File: config.mk
export PLATFORM = sky130hd
export DESIGN_NAME = flash_cmd_engine
export DESIGN_NICKNAME = d
export VERILOG_FILES = /design/src/rtl/fce_pkg.sv /design/src/rtl/fce_clkgen.sv /design/src/rtl/fce_sequencer.sv /design/src/rtl/fce_capture.sv /design/src/rtl/flash_cmd_engine.sv
export SDC_FILE = /design/constraint.sdc
export NUM_CORES = 1
export LEC_CHECK = 0
export BUFFER_PORTS_ARGS = -buffer_cell sky130_fd_sc_hd__buf_2
export CORE_MARGIN = 5
export CORE_UTILIZATION = 40
export CTS_BUF_LIST = sky130_fd_sc_hd__clkbuf_8 sky130_fd_sc_hd__clkbuf_16
export DETAILED_ROUTE_END_ITERATION = 6
export PLACE_DENSITY = 0.67
export SYNTH_ARGS = -nofsm -noshare
export SYNTH_HDL_FRONTEND = slang
export SYNTH_SLANG_ARGS = --single-unit
File: constraint.sdc
create_clock -name clk -period 4.2 [get_ports clk]
set_input_delay 1.26 -clock clk [delete_from_list [all_inputs] [get_ports clk]]
set_output_delay 1.26 -clock clk [all_outputs]
set_load 0.03 [all_outputs]
File: src/rtl/fce_pkg.sv
package fce_pkg;

  localparam int OPC_LSB    = 24;
  localparam int RD_EN_BIT  = 23;
  localparam int RD_CNT_LSB = 20;
  localparam int AD_EN_BIT  = 19;
  localparam int AD_CNT_LSB = 16;
  localparam int WR_EN_BIT  = 15;
  localparam int WR_CNT_LSB = 12;
  localparam int GO_BIT     = 0;

  typedef enum logic [2:0] {
    PH_IDLE = 3'd0,
    PH_OPC  = 3'd1,
    PH_ADDR = 3'd2,
    PH_WDAT = 3'd3,
    PH_RDAT = 3'd4
  } phase_e;

  typedef struct packed {
    logic [7:0] opcode;
    logic       rd_en;
    logic [2:0] rd_cnt;
    logic       ad_en;
    logic [1:0] ad_cnt;
    logic       wr_en;
    logic [1:0] wr_cnt;
  } cmd_t;

  function automatic cmd_t decode_cmd(input logic [31:0] w);
    cmd_t c;
    c.opcode = w[OPC_LSB +: 8];
    c.rd_en  = w[RD_EN_BIT];
    c.rd_cnt = w[RD_CNT_LSB +: 3];
    c.ad_en  = w[AD_EN_BIT];
    c.ad_cnt = w[AD_CNT_LSB +: 2];
    c.wr_en  = w[WR_EN_BIT];
    c.wr_cnt = w[WR_CNT_LSB +: 2];
    return c;
  endfunction

  function automatic phase_e next_phase(input phase_e cur, input cmd_t c);
    phase_e n;
    n = PH_IDLE;
    case (cur)
      PH_OPC:  n = c.ad_en ? PH_ADDR : c.wr_en ? PH_WDAT : c.rd_en ? PH_RDAT : PH_IDLE;
      PH_ADDR: n = c.wr_en ? PH_WDAT : c.rd_en ? PH_RDAT : PH_IDLE;
      PH_WDAT: n = c.rd_en ? PH_RDAT : PH_IDLE;
      default: n = PH_IDLE;
    endcase
    return n;
  endfunction

endpackage

File: src/rtl/fce_clkgen.sv
module fce_clkgen #(
  parameter int HALF_DIV = 2
) (
  input  logic clk,
  input  logic rst_n,
  input  logic active,
  output logic sclk,
  output logic rise,
  output logic fall
);
  localparam int HCW = (HALF_DIV > 1) ? $clog2(HALF_DIV) : 1;
  localparam logic [HCW-1:0] HC_LAST = HCW'(HALF_DIV - 1);

  logic [HCW-1:0] hc_q;
  logic           sclk_q;
  logic           wrap;

  assign wrap = active && (hc_q == HC_LAST);
  assign rise = wrap && !sclk_q;
  assign fall = wrap && sclk_q;
  assign sclk = sclk_q;

  always_ff @(posedge clk) begin
    if (!rst_n) begin
      hc_q   <= '0;
      sclk_q <= 1'b0;
    end else if (!active || fall) begin
      hc_q   <= '0;
      sclk_q <= 1'b0;
    end else if (wrap) begin
      hc_q   <= '0;
      sclk_q <= 1'b1;
    end else begin
      hc_q   <= hc_q + 1'b1;
    end
  end
endmodule

File: src/rtl/fce_sequencer.sv
module fce_sequencer
  import fce_pkg::*;
(
  input  logic         clk,
  input  logic         rst_n,
  input  logic         start,
  input  logic [7:0]   start_opcode,
  input  cmd_t         cmd,
  input  logic [31:0]  addr,
  input  logic [31:0]  wdata,
  input  logic         fall,
  output phase_e       phase,
  output logic [2:0]   bit_idx,
  output logic [2:0]   byte_idx,
  output logic         mosi,
  output logic         done
);
  phase_e     ph_q, nph;
  logic [7:0] sh_q, nbyte;
  logic [2:0] bit_q, byte_q, nidx;
  logic       last_byte;
  logic [1:0] asel;

  always_comb begin
    case (ph_q)
      PH_ADDR: last_byte = (byte_q[1:0] == cmd.ad_cnt);
      PH_WDAT: last_byte = (byte_q[1:0] == cmd.wr_cnt);
      PH_RDAT: last_byte = (byte_q == cmd.rd_cnt);
      default: last_byte = 1'b1;
    endcase
    nph  = last_byte ? next_phase(ph_q, cmd) : ph_q;
    nidx = last_byte ? 3'd0 : byte_q + 3'd1;
    asel = cmd.ad_cnt - nidx[1:0];
    case (nph)
      PH_ADDR: nbyte = addr[8*asel +: 8];
      PH_WDAT: nbyte = wdata[8*nidx[1:0] +: 8];
      default: nbyte = 8'h00;
    endcase
  end

  always_ff @(posedge clk) begin
    if (!rst_n) begin
      ph_q   <= PH_IDLE;
      sh_q   <= 8'h00;
      bit_q  <= 3'd0;
      byte_q <= 3'd0;
    end else if (start) begin
      ph_q   <= PH_OPC;
      sh_q   <= start_opcode;
      bit_q  <= 3'd0;
      byte_q <= 3'd0;
    end else if (fall) begin
      if (bit_q == 3'd7) begin
        ph_q   <= nph;
        byte_q <= nidx;
        sh_q   <= nbyte;
        bit_q  <= 3'd0;
      end else begin
        sh_q  <= {sh_q[6:0], 1'b0};
        bit_q <= bit_q + 3'd1;
      end
    end
  end

  assign phase    = ph_q;
  assign bit_idx  = bit_q;
  assign byte_idx = byte_q;
  assign mosi     = sh_q[7];
  assign done     = fall && (bit_q == 3'd7) && (nph == PH_IDLE);
endmodule

File: src/rtl/fce_capture.sv
module fce_capture #(
  parameter int NBYTES = 8
) (
  input  logic        clk,
  input  logic        rst_n,
  input  logic        start,
  input  logic        rise,
  input  logic        in_read,
  input  logic [2:0]  bit_idx,
  input  logic [2:0]  byte_idx,
  input  logic        miso,
  input  logic        done,
  input  logic        commit_en,
  output logic [8*NBYTES-1:0] rdata
);
  logic [7:0]          cap_q [NBYTES];
  logic [6:0]          rxsh_q;
  logic [8*NBYTES-1:0] cap_flat;
  logic [8*NBYTES-1:0] rdata_q;

  for (genvar j = 0; j < NBYTES; j++) begin : g_pack
    assign cap_flat[8*j +: 8] = cap_q[j];
  end

  always_ff @(posedge clk) begin
    if (!rst_n || start) begin
      rxsh_q <= 7'd0;
      for (int j = 0; j < NBYTES; j++) cap_q[j] <= 8'h00;
    end else if (rise && in_read) begin
      rxsh_q <= {rxsh_q[5:0], miso};
      if (bit_idx == 3'd7) cap_q[byte_idx] <= {rxsh_q, miso};
    end
  end

  always_ff @(posedge clk) begin
    if (!rst_n)                 rdata_q <= '0;
    else if (done && commit_en) rdata_q <= cap_flat;
  end

  assign rdata = rdata_q;
endmodule

File: src/rtl/flash_cmd_engine.sv
module flash_cmd_engine
  import fce_pkg::*;
#(
  parameter int HALF_DIV = 2
) (
  input  logic        clk,
  input  logic        rst_n,
  input  logic        cfg_we,
  input  logic [1:0]  cfg_sel,
  input  logic [31:0] cfg_wdata,
  output logic        cmd_busy,
  output logic [31:0] rdata_lo,
  output logic [31:0] rdata_hi,
  output logic        spi_sclk,
  output logic        spi_cs_n,
  output logic        spi_mosi,
  input  logic        spi_miso
);
  localparam int RD_BYTES = 8;

  cmd_t        cmd_q;
  logic [31:0] addr_q, wd_q;
  phase_e      phase;
  logic [2:0]  bit_idx, byte_idx;
  logic        busy, start, rise, fall, done;
  logic [8*RD_BYTES-1:0] rd_all;

  assign busy  = (phase != PH_IDLE);
  assign start = cfg_we && !busy && (cfg_sel == 2'd0) && cfg_wdata[GO_BIT];

  always_ff @(posedge clk) begin
    if (!rst_n) begin
      cmd_q  <= '0;
      addr_q <= '0;
      wd_q   <= '0;
    end else if (cfg_we && !busy) begin
      case (cfg_sel)
        2'd0:    if (cfg_wdata[GO_BIT]) cmd_q <= decode_cmd(cfg_wdata);
        2'd1:    addr_q <= cfg_wdata;
        2'd2:    wd_q   <= cfg_wdata;
        default: ;
      endcase
    end
  end

  fce_clkgen #(.HALF_DIV(HALF_DIV)) u_clkgen (
    .clk(clk), .rst_n(rst_n), .active(busy),
    .sclk(spi_sclk), .rise(rise), .fall(fall)
  );

  fce_sequencer u_seq (
    .clk(clk), .rst_n(rst_n), .start(start),
    .start_opcode(cfg_wdata[OPC_LSB +: 8]), .cmd(cmd_q),
    .addr(addr_q), .wdata(wd_q), .fall(fall),
    .phase(phase), .bit_idx(bit_idx), .byte_idx(byte_idx),
    .mosi(spi_mosi), .done(done)
  );

  fce_capture #(.NBYTES(RD_BYTES)) u_cap (
    .clk(clk), .rst_n(rst_n), .start(start), .rise(rise),
    .in_read(phase == PH_RDAT), .bit_idx(bit_idx), .byte_idx(byte_idx),
    .miso(spi_miso), .done(done), .commit_en(cmd_q.rd_en),
    .rdata(rd_all)
  );

  assign cmd_busy = busy;
  assign spi_cs_n = !busy;
  assign rdata_lo = rd_all[31:0];
  assign rdata_hi = rd_all[63:32];
endmodule

; ---- Word-level counts from Yosys, hierarchy flattened
; Memories as Yosys holds them, arrays and structs flattened. A register that Yosys moved wholly into a read port is not among the register bits.
; Cells that the tools add are included.
[classes]
n_addsub = 4
eq_ne = 12
shift = 2
mux = 24
n_bitwise = 1
reduce_logical = 37
[ops]
columns = cell, count
row1 = 32-bit by 6-bit variable part select with 8-bit output, 2
row2 = 8-bit two-way mux, 4
row3 = 3-bit two-way mux, 7
row4 = 8-bit one-hot mux with 2 select lines, 1
row5 = "3-bit by 2-bit == test with 1-bit output, second input constant", 4
row6 = 1-bit logical NOT, 11
row7 = 1-bit logical AND, 10
row8 = 1-bit two-way mux, 10
row9 = 3-bit one-hot mux with 3 select lines, 1
row10 = 2-bit AND reduction, 4
row11 = 8-bit OR reduction, 1
row12 = "3-bit by 1-bit adder with 3-bit output, second input constant", 2
row13 = "3-bit == test, second input constant", 2
row14 = 2-bit == test, 2
row15 = 2-bit nonzero test, 2
row16 = 2-bit OR reduction, 2
row17 = "3-bit by 1-bit == test with 1-bit output, second input constant", 1
row18 = 3-bit == test, 1
row19 = 3-bit logical NOT, 1
row20 = 1-bit one-hot mux with 3 select lines, 1
row21 = 3-bit AND reduction, 1
row22 = 3-bit nonzero test, 1
row23 = 3-bit OR reduction, 1
row24 = "2-bit by 1-bit == test with 1-bit output, second input constant", 1
row25 = 6 further kinds, 7
[totals]
reg_bits = 100
ram_bits = 64
input_bits = 38
output_inout_bits = 68
wordCells = 97
memories = 1
[memory_table]
columns = name, words, width, rd, rd_ports_with_merged_regs, wr, line
row1 = u_cap.cap_q, 8, 8, 8, 8, 8, fce_capture.sv:16  ; logic [7:0] cap_q [NBYTES];

; ---- Depth between registers and ports, before layout
; Gate-level depths: netlist (run 1).
[logic_depth]
ltp_word = 10
depth_mapped = 14
depth_no_buf = 11

; ---- Hierarchy
; Synthesis (run 1) repeated with hierarchy kept, for this count alone.
[unflattened]
cells_unflattened = 1073
hier_area_um2 = 11081.9
[by_module_without_submodules]
columns = mod, instances, cells_each, area_per_inst_um2
row1 = fce_capture, 1, 509, 5828.1
row2 = flash_cmd_engine, 1, 310, 3108.0
row3 = fce_sequencer, 1, 245, 2070.7
row4 = fce_clkgen, 1, 9, 75.1

; ---- Worst setup path after synthesis (run 1)
; Ideal clock, no wire load.
[synth_timing]
path_type = reg-to-reg
from = register u_seq.byte_q[1], in the netlist u_seq.byte_idx[1]
to = register u_seq.sh_q[7]
setup_time_ns = 0.122
arrival_time_ns = 3.412
t_required_ns = 4.078
path_slack_ns = 0.666
path_stages_with_launch = 14
path_cell_list = dfxtp_1 > clkbuf_1 > or3b_2 > mux2i_1 > or3_1 > clkbuf_1 > nand2_1 > inv_1 > ha_1 > xor2_1 > xnor2_2 > mux4_2 > o211a_1 > o311a_1
[synth_via]
elab_chain_len = 9
[synth_lines]
columns = item, line
row1 = from (decl), fce_sequencer.sv:20  ; logic [2:0] bit_q, byte_q, nidx;
row2 = from (signal assigned), fce_sequencer.sv:55  ; byte_q <= nidx;
row3 = "3-bit == test, or another cell as far along", fce_sequencer.sv:28  ; PH_RDAT: last_byte = (byte_q == cmd.rd_cnt);
row4 = 1-bit one-hot mux with 3 select lines *, fce_sequencer.sv:25  ; case (ph_q)
row5 = 3-bit two-way mux *, fce_sequencer.sv:32  ; nidx = last_byte ? 3'd0 : byte_q + 3'd1;
row6 = named net u_seq.nidx[0], fce_sequencer.sv:20
row7 = 2-bit subtractor, fce_sequencer.sv:33  ; asel = cmd.ad_cnt - nidx[1:0];
row8 = 32-bit by 6-bit variable part select with 8-bit output, fce_sequencer.sv:35  ; PH_ADDR: nbyte = addr[8*asel +: 8];
row9 = 8-bit one-hot mux with 2 select lines *, fce_sequencer.sv:34  ; case (nph)
row10 = 8-bit two-way mux *, fce_sequencer.sv:53  ; if (bit_q == 3'd7) begin
row11 = 8-bit two-way mux *, fce_sequencer.sv:52  ; end else if (fall) begin
row12 = 8-bit two-way mux *, fce_sequencer.sv:47  ; end else if (start) begin
row13 = to (signal assigned), fce_sequencer.sv:49  ; sh_q <= start_opcode;
row14 = to (signal assigned), fce_sequencer.sv:56  ; sh_q <= nbyte;
row15 = to (signal assigned), fce_sequencer.sv:59  ; sh_q <= {sh_q[6:0], 1'b0};
row16 = to (decl), fce_sequencer.sv:19  ; logic [7:0] sh_q, nbyte;
; Mark *: on every way through the listed nets, which the timed path passes. The rest lies on a longest branch. The select of a mux whose other input is x is not followed.
; A chain may end at the register's enable or synchronous reset.

; ---- Worst setup path after layout (run 1)
[layout_timing]
from = register u_seq.ph_q[1], in the netlist u_seq.phase[1]
to = register u_seq.sh_q[7]
[layout_via]
elab_chain_len = 9
[layout_lines]
columns = item, line
row1 = from (decl), fce_sequencer.sv:18  ; phase_e ph_q, nph;
row2 = from (signal assigned), fce_sequencer.sv:54  ; ph_q <= nph;
row3 = 3-bit == test / 3-bit by 2-bit == test with 1-bit output (equally long branches), fce_sequencer.sv:25
row4 = 1-bit one-hot mux with 3 select lines *, fce_sequencer.sv:25
row5 = 3-bit two-way mux *, fce_sequencer.sv:32
row6 = named net u_seq.nidx[0], fce_sequencer.sv:20
row7 = 2-bit subtractor, fce_sequencer.sv:33
row8 = 32-bit by 6-bit variable part select with 8-bit output, fce_sequencer.sv:35
row9 = 8-bit one-hot mux with 2 select lines *, fce_sequencer.sv:34
row10 = 8-bit two-way mux *, fce_sequencer.sv:53
row11 = 8-bit two-way mux *, fce_sequencer.sv:52
row12 = 8-bit two-way mux *, fce_sequencer.sv:47
; Marks and branches as above.

==> run metrics, run 1 <==
Mapped Cells 1,022; layout cells sized above 1 0.168; LEAKAGE 4.30 nW; terminus of the critical flop-to-flop path u_seq.sh_q[7]; clk_lat worst skew approximately 0.51 ns; fill count 2,254; Hold WS 0.448 ns; Min-Delay Path Depth 2; cts bufs inserted 24; Slew Limit Fails 0; worst path arrival time 4.01 ns; grt ovf 0; status finished, final reports clean; row cnt 56; First-pass DRT Iterations 5; Hold Path Sink u_cap.rdata[20]; DP Worst Slack 0.660 ns; WL/cell 16.3 um; sequential cell area fraction in the yosys report 0.540; vias per cell roughly 5.1; period utilisation layout 0.860; total wire length 23,500 um; clock tree sinks 228; DP HPWL ~15,000 um; die height 165 um; main area contributors after synthesis dfxtp_1, edfxtp_1, nand2_1; setup bufs post-CTS 0; compound-gate portion of the synthesized area 0.167; Relative slew margins 0.219; Ys Warns 0; largest net degree at the start of global routing 92; slowest CP cell dfxtp_1; Top FF cell, synth dfxtp_1; FF+latch area 0.00520 mm2; XOR/XNOR share of the synthesized area 0.00986; Worst setup SP type register; first-pass GRT wire length approximately 38,000 um; setup TNS 0 ns; CTS root buf clkbuf_16; Total Nets Final approximately 1,100; Initial Util 0.408; via count of the first global-routing pass 7,051; leading area contributor after synthesis dfxtp_1; Final Hold Fails 0; mux share of post-synthesis cell area 0.0407; ANT cells 0; Setup WS post-layout 0.588 ns; Worst Tran Pin Value around 1.2 ns; min-delay src u_cap.rdata[20]; register bit count reported by yosys ~230; area growth from synthesis to layout 16.6%; die area 0.0273 mm2; Worst path top cell family by delay simple AND/OR/NAND/NOR gates; core area 0.0236 mm2; Die X between 150 and 200 um; via count 7,308; Worst Path Max Fanout 14; mapped cell area 0.00964 mm2; hold_buf cts 0; CP endpoint kind register; Post-CTS Resized 0; Total Routing Usage GR 0.171; DRC viols 0; TritonCTS clock tree yes; maximum VDD drop 0.000297 V; Tightest Hold Check Type register to register; Async SR Flop Fraction 0; Worst Path Buf+Inv 1; Setup CP Type register to register; area occupied by multi-input gates 0.00416 mm2; Post-Synth Adder-Cell Area 0.00519; antenna violations before repair 0; clock buffer depth 3; RSZ-0062 raised after global routing no; Max stage delay on crit path 0.56 ns; number of synthesized flops with an enable pin 64; Period minus WS final 3.61 ns; Iter 0 DRT Violations about 620; Clock Skews about 0.011 ns; crit-path cells or3b_2 -> mux2i_1 -> or3_1 -> nand2_1 -> inv_1 -> ha_1 -> xor2_1 -> xnor2_2 -> mux4_2 -> o211a_1 -> o311a_1; area share of the largest cell type after synthesis 0.341; num ports 106; Cell variety after synth 54; R2R cell count 11; post-layout util 0.476; Port-buffer cells between 100 and 150; syn nets 1,064; Reg clk slew, reported paths roughly 0.060 ns; FF-to-FF setup slack 0.59 ns; Max Clk Rate about 280 MHz; Avg Inst Size Synth 9.43 um2; Max Cap Violations 0; P per Cell Area 404 mW/mm2; simple-gate portion of the synthesized area 0.208; endpoints failing setup 0; CP required between 4 and 5 ns; Antenna Nets Post-Route 0; main combinational cell family by area after synthesis simple AND/OR/NAND/NOR gates; RePlAce Congestion approximately 0.84; R2R Path Start u_seq.phase[1]; H-tree levels 1
[where the power goes]
group          internal, mW  leakage [nW]  switching (mW)
logic                0.0682          1.90           0.107
clock network          1.19         0.409           0.848
registers              2.31          1.99          0.0234
[cell families after synthesis]
group	after synthesis
AO/OA/AOI/OAI	216
XOR/XNOR	10
adder cells (fa/ha/maj)	4
buffers and inverters	74
flip-flops	228
multiplexers	37
AND/OR/NAND/NOR	453
[through the flow]
stage / cells / cell area (um2) / power, mW
after CTS: 1444 / 11200 / 4.59
after global placement: 1400 / 10500 / 2.55
final: 1444 / 11200 / 4.54
after global routing: 1444 / 11200 / 4.71
after detailed placement: 1400 / 10500 / 2.55
after floorplan: 1022 / 9640 / 2.48
[layout by cell type (no fill, tap or decap), types with 6 or more instances in the layout]
cell type and instances:
inv_1 16, and2_1 65, a21oi_1 10, a21boi_1 24, dfxtp_1 164, a21boi_0 114, buf_2 104, o211a_1 6
mux2i_1 28, or2_2 8, edfxtp_1 64, nand3_1 10, nor2_1 33, o21ai_0 13, nand2_1 306, mux2_2 8
buf_4 20, clkbuf_16 24, o22ai_1 15
[routing by layer]
metal	vias up	wire length, um	GRT usage
met4	0	389	0.0412
met2	191	10700	0.282
li1	3638	-	-
met1	3447	11100	0.236
met5	-	0	0
met3	32	1410	0.0278
[synthesized netlist by cell type (all sizes together), types with 6 or more instances]
library cell / count
xnor2: 6
nor2: 33
o22ai: 15
a21oi: 10
mux2: 8
nand3: 10
and2: 65
inv: 9
o211a: 6
or2: 8
edfxtp: 64
a21boi: 138
dfxtp: 164
buf: 9
o21ai: 15
clkbuf: 56
nand2: 306
mux2i: 28
[how the worst max path moves through the flow]
stage	from	end	slack (ns)	cells after the start
floorplan	u_seq.byte_idx[1]	u_seq.sh_q[7]	0.67	13
CTS	u_seq.phase[1]	u_seq.sh_q[7]	0.62	11
global route	u_seq.phase[1]	u_seq.sh_q[0]	0.42	12
global placement	u_seq.byte_idx[0]	u_seq.sh_q[7]	0.77	11
finish	u_seq.phase[1]	u_seq.sh_q[7]	0.59	11
detailed placement	u_seq.byte_idx[0]	u_seq.sh_q[7]	0.66	11
[state kept, by name (all words and copies together) (netlist names)]
signal          cells
u_seq.byte_idx      3
wd_q               32
u_cap.rdata        64
u_cap.cap_q        64
u_seq.sh_q          8
u_cap.rxsh_q        7
u_clkgen.sclk       1
u_seq.phase         3
addr_q             32
u_seq.bit_idx       3
cmd_q              10
u_clkgen.hc_q       1
[layout make-up]
type / instances / area share
well taps: 319 / 0.0355
repair buffers: 124 / 0.0596
multi-input cells: 720 / 0.370
flip-flops and latches: 228 / 0.463
clock inverters: 15 / 0.00912
inverters: 9 / 0.00300
clock buffers: 29 / 0.0595
[worst min-delay path, delay by kind of cell (launching register included)]
family	cells	cell delay [ns]
and+or+nand+nor	1	0.05
DFF	1	0.30
AOI/OAI and AO/OA	1	0.05
(Power assumes the default switching activity.)
==> inputs of run 2 (changes only) <==
ABC_AREA = 1   (was default)
HOLD_SLACK_MARGIN = 0.12   (was default)
==> run 2 against run 1 <==
Worst hold slack better by 0.0020 ns. Power is 4.2% higher. Cell area is 4.8% lower. Combinational power is 17% higher. Fmax is 1.9% higher. Largest cell class unchanged. Largest power group unchanged. Highest routed layer unchanged.
==> run metrics, run 2 <==
Die X 161 um (-2.6%); Initial Util 0.405 (-0.00338); CP required 4.59 ns (about the same); RSZ-0062 raised after global routing no; core area 0.0225 mm2 (-4.7%); CTS root buf clkbuf_16; status finished, final reports clean; Min-Delay Path Depth 1 (-1); Port-buffer cells 105 (unchanged); Setup WS post-layout 0.654 ns (+0.0665 ns); Final Hold Fails 0 (unchanged); leading area contributor after synthesis dfxtp_1; Cell Int Power 3.71 mW (+3.9%); LEAKAGE 4.55 nW (+5.8%); setup bufs post-CTS 0 (unchanged); hold_buf cts 0 (unchanged); DP Worst Slack 0.627 ns (-0.0333 ns); Hold WS 0.450 ns (+0.00203 ns); cts bufs inserted 25 (+4.2%); endpoints failing setup 0 (unchanged); First-pass DRT Iterations 5 (unchanged); H-tree levels 1 (unchanged); syn nets 1,146 (+7.7%); Worst Path Max Fanout 17 (+3); post-layout util 0.476 (about the same); Ys Warns 0 (unchanged); fin area 0.0107 mm2 (-4.8%); clock buffer depth 3 (unchanged); most frequent cells in the layout nor2_1, dfxtp_1, buf_2; WL/cell 15.3 um (-6.3%); layout cells sized above 1 0.143 (-0.0251); Reg clk slew, reported paths 0.06 ns (about the same); antenna violations before repair 0 (unchanged); Max stage delay on crit path 0.94 ns (+0.38 ns); slowest CP cell ha_1; ANT cells 0 (unchanged); area share of the largest cell type after synthesis 0.360 (+0.0198); Clock Skews 0.0176 ns (+0.00694 ns); Antenna Nets Post-Route 0 (unchanged); Tightest Hold Check Type register to register; clk_lat worst skew 0.52 ns (about the same); Top FF cell, synth dfxtp_1; Comb pwr share 0.043 (+0.004); row cnt 55 (-1.8%); Switching Power 1.03 mW (+5.2%); Worst Tran Pin Value 1.18 ns (+0.00776 ns); via count of the first global-routing pass 7,100 (+0.69%); cell total after placement 1,450 (+3.6%); Period minus WS final 3.55 ns (-0.0665 ns); Non-Filler Instances 1,496 (+3.6%); number of synthesized flops with an enable pin 64 (unchanged); Post-CTS Resized 0 (unchanged); Max Clk Rate 282 MHz (+1.9%); largest net degree at the start of global routing 140 (+52%); Mapped Cells 1,104 (+8.0%); top-count cell post-synth nor2_1; Cell variety after synth 28 (-48%); Slew Limit Fails 0 (unchanged); grt ovf 0 (unchanged); TritonCTS clock tree yes; Hold Path Sink u_clkgen.hc_q; die height 161 um (-2.6%); most used cell, CP nand3_1; Worst setup SP type register; Relative slew margins 0.214 (-0.00518); maximum VDD drop 0.000264 V (-11%); first-pass GRT wire length 36,700 um (-2.4%); via count 7,440 (+1.8%); setup TNS 0 ns (unchanged); worst path arrival time 3.94 ns (-0.07 ns); FF-to-FF setup slack 0.65 ns (+0.07 ns); Total Nets Final 1,234 (+7.4%); vias per cell 4.97 (-1.7%); Tot Pwr 4.74 mW (+4.2%); Async SR Flop Fraction 0 (unchanged); Avg Inst Size Synth 8.25 um2 (-13%); DP HPWL 15,900 um (+3.0%); sequential share of power 0.495 (-0.018); Commonest cells post-synth nor2_1, dfxtp_1, nand2_1, o21ai_0, inv_1; register bit count reported by yosys 228 (unchanged); Worst Path Buf+Inv 3 (+2); sequential cell area fraction in the yosys report 0.571 (+0.0314); DRC viols 0 (unchanged); RePlAce Congestion 0.917 (+8.8%); die area 0.0259 mm2 (-5.2%); terminus of the critical flop-to-flop path u_seq.sh_q[1]; period utilisation layout 0.844 (-0.0158); Clock power frac 0.461 (+0.013); clock tree sinks 228 (unchanged); Area after DPL 0.00986 mm2 (-5.8%); Total Routing Usage GR 0.172 (+0.00105); fill count 2,167 (-3.9%); area growth from synthesis to layout 17.5%; P per Cell Area 442 mW/mm2 (+9.4%); Worst path top cell family by delay simple AND/OR/NAND/NOR gates; main area contributors after synthesis dfxtp_1, edfxtp_1, nor2_1; commonest non-fill, non-tap cell in the layout nor2_1; total wire length 22,800 um (-2.9%); Max Cap Violations 0 (unchanged); min-delay src u_clkgen.hc_q; Setup CP Type register to register; FF+latch area 0.00520 mm2 (unchanged); Iter 0 DRT Violations 580 (-6.0%); num ports 106 (unchanged); R2R cell count 17 (+6); crit-path cells inv_2 -> nand3_2 -> nand2_1 -> nand3_1 -> nand2_1 -> nor2_1 -> nand2_2 -> nand3_1 -> buf_4 -> inv_1 -> ha_1 -> mux2i_1 -> nand3_1 -> nand3_1 -> nand3_1 -> nand2_1 -> a21oi_1; mapped cell area 0.00911 mm2 (-5.5%); area occupied by multi-input gates 0.00338 mm2 (-19%); CP endpoint kind register; R2R Path Start u_seq.phase[2]; sw frac 0.217 (+0.00206)
run 2: cell count changes after synthesis, moves of 13 or more:
| cell | change |
|---|---|
| and2_1 | -65 |
| nand2_1 | -206 |
| o21ai_1 | +58 |
| o21ai_0 | +86 |
| inv_1 | +57 |
| o22ai_1 | -15 |
| mux2i_1 | -13 |
| a21boi_0 | -114 |
| nand3_1 | +36 |
| buf_2 | +15 |
| a21oi_1 | +40 |
| nor2_1 | +293 |
| clkbuf_1 | -23 |
| a21boi_1 | -24 |
run 2: cell families (layout without fill, tap and decap cells):
logic type | after synthesis | count (layout) | share of synthesized area
AND/OR/NAND/NOR | 502 | 502 | 0.224
multiplexers | 15 | 15 | 0.0165
buffers and inverters | 134 | 241 | 0.0581
AO/OA/AOI/OAI | 217 | 217 | 0.121
XOR/XNOR | 4 | 4 | 0.00384
adder cells (fa/ha/maj) | 4 | 4 | 0.00549
flip-flops | 228 | 228 | 0.571
run 2: power by group through the flow:
stage | clock [mW] | combinational (mW) | sequential [mW]
2_1_floorplan | 0 | 0.131 | 2.38
3_3_place_gp | 0 | 0.201 | 2.39
3_5_place_dp | 0 | 0.204 | 2.39
4_1_cts | 2.22 | 0.205 | 2.35
5_1_grt | 2.33 | 0.230 | 2.35
6_report | 2.18 | 0.205 | 2.35
run 2: how the worst max path moves through the flow:
stage,cells past startpoint,start,to,slack (ns)
after floorplan,18,u_seq.phase[2],u_seq.sh_q[2],1.35
after global placement,10,cfg_we,u_cap.cap_q[7][4],0.72
after detailed placement,10,cfg_we,u_cap.cap_q[7][4],0.63
after CTS,17,u_seq.phase[2],u_seq.sh_q[1],0.71
after global routing,17,u_seq.phase[2],u_seq.sh_q[1],0.34
final,17,u_seq.phase[2],u_seq.sh_q[1],0.65
run 2: cell type report:
cell class / instances / share of cell area
clock buffers: 29 / 0.0657
multi-input cells: 742 / 0.316
clock inverters: 17 / 0.0133
repair buffers: 116 / 0.0582
well taps: 285 / 0.0333
inverters: 79 / 0.0277
flip-flops and latches: 228 / 0.486
run 2: routing by layer:
metal / part of all wire / global-route usage
met1: 0.45 / 0.232
met2: 0.46 / 0.286
met3: 0.065 / 0.0310
met4: 0.023 / 0.0473
met5: 0 / 0
